### config.mk
export PLATFORM = sky130hd
export DESIGN_NAME = rqgt_arbiter
export DESIGN_NICKNAME = d
export VERILOG_FILES = /design/src/rtl/rqgt_pkg.sv /design/src/rtl/rqgt_ctrl.sv /design/src/rtl/rqgt_datapath.sv /design/src/rtl/rqgt_arbiter.sv
export SDC_FILE = /design/constraint.sdc
export NUM_CORES = 1
export LEC_CHECK = 0
export ABC_CLOCK_PERIOD_IN_PS = 4200
export CELL_PAD_IN_SITES_DETAIL_PLACEMENT = 1
export CELL_PAD_IN_SITES_GLOBAL_PLACEMENT = 1
export CORE_AREA = 2 2 40 42
export CTS_BUF_LIST = sky130_fd_sc_hd__clkbuf_4
export CTS_CLUSTER_SIZE = 40
export DETAILED_ROUTE_END_ITERATION = 7
export DIE_AREA = 0 0 42 44
export HOLD_SLACK_MARGIN = 0.15
export PLACE_DENSITY = 0.8
export SETUP_SLACK_MARGIN = 0.1
export SYNTH_ARGS = -nofsm -noshare
export SYNTH_HDL_FRONTEND = slang
export SYNTH_SLANG_ARGS = --single-unit
### constraint.sdc
create_clock -name clk -period 4.2 [get_ports clk]
set_clock_uncertainty 0.15 [all_clocks]
set_input_delay 1.05 -clock clk [delete_from_list [all_inputs] [get_ports clk]]
set_output_delay 1.05 -clock clk [all_outputs]
set_load 0.05 [all_outputs]
### src/rtl/rqgt_pkg.sv
package rqgt_pkg;

  typedef enum logic [2:0] {
    PH_IDLE = 3'd0,
    PH_T1   = 3'd1,
    PH_T2   = 3'd2,
    PH_T3   = 3'd3,
    PH_T4   = 3'd4,
    PH_TW   = 3'd5
  } phase_e;

  // strobes from control to datapath
  typedef struct packed {
    logic fire;     // issue a grant this clock
    logic useT4;    // grant chosen from requests eligible at T4
    logic holding;  // bus currently lent out
    logic regain;   // owner release seen this clock
  } rqgt_strobe_t;

endpackage

### src/rtl/rqgt_ctrl.sv
module rqgt_ctrl
  import rqgt_pkg::*;
#(
  parameter int DEAD_CLKS = 1
) (
  input  logic         clk,
  input  logic         rstN,
  input  logic [2:0]   busPhase,
  input  logic         lockIn,
  input  logic         splitWordIn,
  input  logic         intaFirstIn,
  input  logic         anyT4,
  input  logic         anyPend,
  input  logic         releaseSeen,
  output rqgt_strobe_t strb,
  output logic         busFloat
);

  localparam int DW = (DEAD_CLKS < 1) ? 1 : $clog2(DEAD_CLKS + 1);

  logic          holding;
  logic [DW-1:0] deadCnt;
  logic          blockNext;
  logic          isT4;
  logic          isOpen;
  logic          t4Ok;
  logic          openOk;
  logic          fire;
  logic          regain;

  always_comb begin
    isT4   = (busPhase == PH_T4);
    isOpen = (busPhase == PH_T1) || (busPhase == PH_IDLE);
    t4Ok   = isT4 && !splitWordIn && !intaFirstIn && anyT4;
    openOk = isOpen && !blockNext && anyPend;
    fire   = !holding && (deadCnt == '0) && !lockIn && (t4Ok || openOk);
    regain = holding && releaseSeen;
  end

  always_ff @(posedge clk or negedge rstN) begin
    if (!rstN) begin
      holding   <= 1'b0;
      deadCnt   <= '0;
      blockNext <= 1'b0;
    end else begin
      if (fire)        holding <= 1'b1;
      else if (regain) holding <= 1'b0;

      if (regain)               deadCnt <= DW'(DEAD_CLKS);
      else if (deadCnt != '0)   deadCnt <= deadCnt - 1'b1;

      blockNext <= isT4 && (splitWordIn || intaFirstIn);
    end
  end

  always_comb begin
    strb.fire    = fire;
    strb.useT4   = isT4;
    strb.holding = holding;
    strb.regain  = regain;
  end

  assign busFloat = holding;

endmodule

### src/rtl/rqgt_datapath.sv
module rqgt_datapath
  import rqgt_pkg::*;
#(
  parameter int NUM_CH = 2
) (
  input  logic              clk,
  input  logic              rstN,
  input  logic [2:0]        busPhase,
  input  logic [NUM_CH-1:0] chLineIn,
  input  rqgt_strobe_t      strb,
  output logic              anyT4,
  output logic              anyPend,
  output logic              releaseSeen,
  output logic [NUM_CH-1:0] grantOh,
  output logic [NUM_CH-1:0] ownerOh
);

  logic [NUM_CH-1:0] pend;
  logic [NUM_CH-1:0] late;
  logic [NUM_CH-1:0] lowSeen;
  logic [NUM_CH-1:0] capture;
  logic [NUM_CH-1:0] eligT4;
  logic [NUM_CH-1:0] pickAny;
  logic [NUM_CH-1:0] pickT4;
  logic              latePhase;
  logic              cycleStart;

  always_comb begin
    lowSeen    = ~chLineIn;
    latePhase  = (busPhase == PH_T3) || (busPhase == PH_T4) || (busPhase == PH_TW);
    cycleStart = (busPhase == PH_T1);
    eligT4     = pend & ~late;
    // lowest set bit wins
    pickAny    = pend & (~pend + NUM_CH'(1));
    pickT4     = eligT4 & (~eligT4 + NUM_CH'(1));
    anyPend    = |pend;
    anyT4      = |eligT4;
    grantOh    = strb.fire ? (strb.useT4 ? pickT4 : pickAny) : '0;
    // own drive and owner line are never taken as requests
    capture    = lowSeen & ~grantOh & ~ownerOh & ~pend;
    releaseSeen = strb.holding && |(lowSeen & ownerOh);
  end

  for (genvar c = 0; c < NUM_CH; c++) begin : g_ch
    always_ff @(posedge clk or negedge rstN) begin
      if (!rstN) begin
        pend[c] <= 1'b0;
        late[c] <= 1'b0;
      end else if (grantOh[c]) begin
        pend[c] <= 1'b0;
        late[c] <= 1'b0;
      end else if (capture[c]) begin
        pend[c] <= 1'b1;
        late[c] <= latePhase;
      end else if (cycleStart) begin
        late[c] <= 1'b0;
      end
    end
  end

  always_ff @(posedge clk or negedge rstN) begin
    if (!rstN)            ownerOh <= '0;
    else if (strb.fire)   ownerOh <= grantOh;
    else if (strb.regain) ownerOh <= '0;
  end

endmodule

### src/rtl/rqgt_arbiter.sv
module rqgt_arbiter
  import rqgt_pkg::*;
#(
  parameter int NUM_CH    = 2,
  parameter int DEAD_CLKS = 1
) (
  input  logic              clk,
  input  logic              rstN,
  input  logic [2:0]        busPhase,
  input  logic              lockIn,
  input  logic              splitWordIn,
  input  logic              intaFirstIn,
  input  logic [NUM_CH-1:0] chLineIn,
  output logic [NUM_CH-1:0] chDriveLow,
  output logic              busFloat,
  output logic [NUM_CH-1:0] ownerOh
);

  rqgt_strobe_t strb;
  logic         anyT4;
  logic         anyPend;
  logic         releaseSeen;

  rqgt_ctrl #(.DEAD_CLKS(DEAD_CLKS)) u_ctrl (
    .clk         (clk),
    .rstN        (rstN),
    .busPhase    (busPhase),
    .lockIn      (lockIn),
    .splitWordIn (splitWordIn),
    .intaFirstIn (intaFirstIn),
    .anyT4       (anyT4),
    .anyPend     (anyPend),
    .releaseSeen (releaseSeen),
    .strb        (strb),
    .busFloat    (busFloat)
  );

  rqgt_datapath #(.NUM_CH(NUM_CH)) u_dp (
    .clk         (clk),
    .rstN        (rstN),
    .busPhase    (busPhase),
    .chLineIn    (chLineIn),
    .strb        (strb),
    .anyT4       (anyT4),
    .anyPend     (anyPend),
    .releaseSeen (releaseSeen),
    .grantOh     (chDriveLow),
    .ownerOh     (ownerOh)
  );

endmodule

==> results.yml, run 1 <==
layout:
  utilization_pct: 51.1
  drive_above_1_share_pct: 24.2
  final_cell_mix: "clkdlybuf4s50_1 (12), dfrtp_1 (9), nor2_1 (8)"
  diodes: 0
  fillers: 156
  fin_nets: 73
  final_common_cell: "clkdlybuf4s50_1"
  area_delta_synth_final_pct: 40.8
sta:
  relSlewSlack_pct: 66.6
  timing.hold.ws_ps: 435
  tightestPinTransition_ps: 500
  fmax_mhz: 258
  fin_crit_ps: 3880
  slew_violations: 0
  setup_violations: 0
  tns_ps: 0
  rsz0062_at_grt: "no"
  fin_crit_sh_pct: 92.4
  finalHoldViolations: 0
routing:
  antenna_left: 0
  vias: 414
  wl_per_cell_um: 13.8
  wl_mm: 1.08
  routed_via_density: 5.31
  drcViolationCount: 0
  drt_iter0_drc: 0
  first_pass_iters: 1
run:
  maxCapViolCount: 0
global_route:
  grt_pass1_wl_mm: 1.93
  grt_max_degree: 10
  grt_usage_pct: 14.3
  grt_pass1_vias: 435
  gr-total-overflow: 0
  antenna_found_initial: 0
clocking:
  ctsHoldBuffers: 0
  post_cts_buffers: 0
  ctsResizeCount: 0
  cts_tree: "done"
  clockRootBuffer: "clkbuf_4"
  cts_sinks: 9
  htreeDepth: 1
  numCtsBuffers: 3
  clock_latency_ps: 250
  cts_buffer_depth: 2
  cts.clk_slew.worst_paths_ps: 60
power:
  p_per_area_mw_per_mm2: 556
  peakVddDrop_mv: 0.313
  p_leak_nw: 0.312
setup_path:
  critical_path.endpoint_type: "primary output"
  crit_slowest_cell: "clkdlybuf4s50_1"
  path_delay_family: "buffers and inverters"
  path_buf_inv: 2
  cp_cell_sequence: "clkdlybuf4s50_1 > nor3b_4 > o2111ai_4 > a211oi_4 > buf_12"
  cp_max_fo: 5
  crit_path_max_incr_delay_ps: 510
  crit_arrival_ps: 2680
  cp.required_ps: 3000
  path_class: "primary input to primary output"
  start_kind: "primary input"
floorplanning:
  ios: 15
  die-area_mm2: 0.00185
  die_w_um: 42
  start_util_pct: 36.3
  die_h_um: 44
  core_area_mm2: 0.00142
  row_count: 14
synth:
  synth_seq_cells: 9
  netlist_area_um2: 515
  seq_area_frac_synth_pct: 43.7
  synthCells: 44
  yosys_warnings: 0
  synth_fp_nets: 54
  syn_area_per_cell_um2: 11.7
  synthDistinctLibCells: 21
status:
  status: "completed"
place:
  dpl.hpwl_um: 926
  place.port_buffers: 14
  place.gp.congestion: 0.765
hold_path:
  worstHoldPathType: "register to register"
-- Yosys cell counts (all sizes together) --
cell     count  area, um^2
a2111oi      1        15.0
a211o        1        8.76
a211oi       1        20.0
a21bo        1        10.0
a21boi       2        18.8
a41o         2        20.0
and2b        2        15.0
dfrtp        9         225
inv          1        3.75
mux2i        1        10.0
nand3        1        5.00
nor2         8        30.0
nor2b        5        31.3
nor3         4        31.3
nor3b        1        18.8
o2111ai      1        26.3
o211ai       1        12.5
o21ai        1        5.00
or3b         1        8.76
-- power by group --
group	total, mW	switching [mW]	internal (mW)	leakage [nW]
clock network	0.0717	0.0287	0.0430	0.0184
logic	0.187	0.105	0.0814	0.181
registers	0.145	0.0298	0.115	0.112
-- cells by family after synthesis --
kind of cell | after synthesis | share of synthesized area [%]
compound gates | 11 | 26.5
buf+inv | 1 | 0.727
flops | 9 | 43.7
mux | 1 | 1.94
simple gates | 22 | 27.2
-- cell type report --
| type | count | area (um^2) | area share [%] |
|---|---|---|---|
| Multi-Input combinational cell | 34 | 287 | 39.5 |
| Sequential cell | 9 | 225 | 31.0 |
| Timing Repair Buffer | 14 | 160 | 22.1 |
| Clock buffer | 4 | 30.0 | 4.14 |
| Tap cell | 16 | 20.0 | 2.76 |
| Inverter | 1 | 3.75 | 0.517 |
-- final timing paths --
kind / start / to / slack [ps] / depth (start not counted)
setup / recovery: busPhase[1] / chDriveLow[1] / 320 / 5
hold / removal: u_dp.ownerOh[1] / u_dp.ownerOh[1] / 430 / 1
setup reg to reg: u_ctrl.busFloat / u_dp.pend[1] / 2530 / 4
hold reg to reg: u_dp.ownerOh[1] / u_dp.ownerOh[1] / 430 / 1
max in group asynchronous: rstN / u_ctrl.blockNext / 2650 / 1
min in group asynchronous: rstN / u_dp.late[0] / 950 / 1
-- stage by stage --
| stage | power, mW | std cells | worst slack, ps | cell area (um^2) |
|---|---|---|---|---|
| 3_3_place_gp | 0.330 | 74 | 320 | 696 |
| 2_1_floorplan | 0.273 | 44 | 865 | 515 |
| 5_1_grt | 0.432 | 78 | 216 | 726 |
| 3_5_place_dp | 0.335 | 74 | 302 | 696 |
| 6_report | 0.403 | 78 | 319 | 726 |
| 4_1_cts | 0.410 | 78 | 296 | 726 |
-- metal layers --
metal | global-route usage (%) | wire, um | vias up
li1 | - | - | 199
met1 | 17.7 | 455 | 206
met2 | 24.7 | 582 | 7
met3 | 2.50 | 22 | 2
met4 | 5.81 | 18 | 0
met5 | 0 | 0 | -
-- state kept, by name (all words and copies together), names as in the netlist --
name	cells
u_ctrl.deadCnt	1
u_ctrl.busFloat	1
u_dp.late	2
u_dp.pend	2
u_ctrl.blockNext	1
u_dp.ownerOh	2
Note: power is estimated with default switching activity, not from simulation.
==> run 2: changes to the inputs <==
Settings changed: PLACE_DENSITY 0.8 to 0.92, SKIP_CTS_REPAIR_TIMING from default to 1.
==> run 2 against run 1 <==
  * Sequential share of layout area unchanged
  * Combinational power about the same
  * Flip-flop and latch count did not move
  * Wire length grew 3.2%
  * Highest routed layer is now met3
  * Critical path type unchanged
  * Cell count unchanged
  * Power rose by 0.72%
  * Critical endpoint unchanged
==> results.yml, run 2 (same netlist as run 1, synthesis figures left out) <==
status:
  status: "completed"
setup_path:
  r2r_start: "u_ctrl.busFloat"
  ff2ff_path_depth: 4
  critical_path.endpoint_type: "primary output"
  cp_max_fo: 5
  start_kind: "primary input"
  cp.required_ps: 3000
  reg2reg_slack_ps: 2510
  crit_arrival_ps: 2710
  r2r_end: "u_dp.pend[1]"
  crit_path_end: "chDriveLow[1]"
  crit_start: "busPhase[1]"
  path_class: "primary input to primary output"
sta:
  setup_violations: 0
  fin_crit_ps: 3910
  rsz0062_at_grt: "no"
  fin_ws_ps: 289
  relSlewSlack_pct: 67.0
  fmax_mhz: 256
  slew_violations: 0
  tns_ps: 0
  finalHoldViolations: 0
  fin_crit_sh_pct: 93.1
  tightestPinTransition_ps: 493
global_route:
  grt_max_degree: 10
  grt_pass1_wl_mm: 1.98
  grt_usage_pct: 14.4
  grt_pass1_vias: 459
  gr-total-overflow: 0
  antenna_found_initial: 0
clocking:
  clockRootBuffer: "clkbuf_4"
  cts_sinks: 9
  clock_latency_ps: 260
  cts_tree: "done"
  htreeDepth: 1
  cts.clk_slew.worst_paths_ps: 60
  cts_buffer_depth: 2
  numCtsBuffers: 3
power:
  power_mw: 0.406
  p_leak_nw: 0.312
  p_per_area_mw_per_mm2: 560
  peakVddDrop_mv: 0.267
floorplanning:
  ios: 15
  row_count: 14
  core_area_mm2: 0.00142
  die_h_um: 44
  start_util_pct: 36.3
  die-area_mm2: 0.00185
  die_w_um: 42
routing:
  wl_mm: 1.11
  drcViolationCount: 0
  routed_via_density: 5.15
  drt_iter0_drc: 2
  antenna_left: 0
  vias: 402
  wl_per_cell_um: 14.3
  first_pass_iters: 4
layout:
  final_cell_mix: "clkdlybuf4s50_1 (12), dfrtp_1 (9), nor2_1 (8)"
  multi_input_area_um2: 287
  diodes: 0
  area_delta_synth_final_pct: 40.8
  drive_above_1_share_pct: 24.2
  final_common_cell: "clkdlybuf4s50_1"
  seq_area_um2: 225
  fillers: 152
  fin_nets: 73
  finalNonFillerCells: 78
  top_regs: "u_dp.late: 2 flops, u_dp.ownerOh: 2 flops, u_dp.pend: 2 flops"
place:
  place.port_buffers: 14
  place.gp.congestion: 0.745
  dpl.cell_count: 74
  dpl.hpwl_um: 947
  place_ws_ps: 290
hold_path:
  worstHoldPathType: "register to register"
run:
  maxCapViolCount: 0
-- run 2: worst min-delay path by stage --
stage / startpoint / end / cells past startpoint
CTS: u_dp.ownerOh[1] / u_dp.ownerOh[1] / 1
global route: u_dp.ownerOh[0] / u_dp.ownerOh[0] / 1
finish: u_dp.ownerOh[1] / u_dp.ownerOh[1] / 1
floorplan: u_dp.pend[1] / u_dp.pend[1] / 2
detailed placement: u_dp.ownerOh[0] / u_dp.ownerOh[0] / 1
global placement: u_dp.ownerOh[0] / u_dp.ownerOh[0] / 1
-- run 2: report_power, final --
group | internal (mW) | switching [mW]
Sequential | 0.115 | 0.0295
Combinational | 0.0812 | 0.105
Clock | 0.0432 | 0.0316
-- run 2: metal layers --
layer | share of wire (%) | routed length, um | global-route usage [%]
met4 | 0 | 0 | 7.74
met2 | 55 | 608 | 25.6
met3 | 2.6 | 29 | 2.50
met1 | 43 | 476 | 16.5
met5 | 0 | 0 | 0
-- run 2: cell type report --
cell class | instances | share of cell area, %
inverters | 1 | 0.517
repair buffers | 14 | 22.1
well taps | 16 | 2.76
multi-input cells | 34 | 39.5
flip-flops and latches | 9 | 31.0
clock buffers | 4 | 4.14
-- run 2: per-stage QoR --
stage          area [um^2]  hold slack, ps  utilization, %
3_5_place_dp           696             401            49.0
4_1_cts                726             427            51.1
2_1_floorplan          515             386               -
6_report               726             420            51.1
5_1_grt                726             459            51.1
3_3_place_gp           696             410            49.0
-- run 2: critical path, cell delays in order --
cell             delay [ps]
clkdlybuf4s50_1         500
nor3b_4                 340
o2111ai_4               240
a211oi_4                390
buf_12                  180
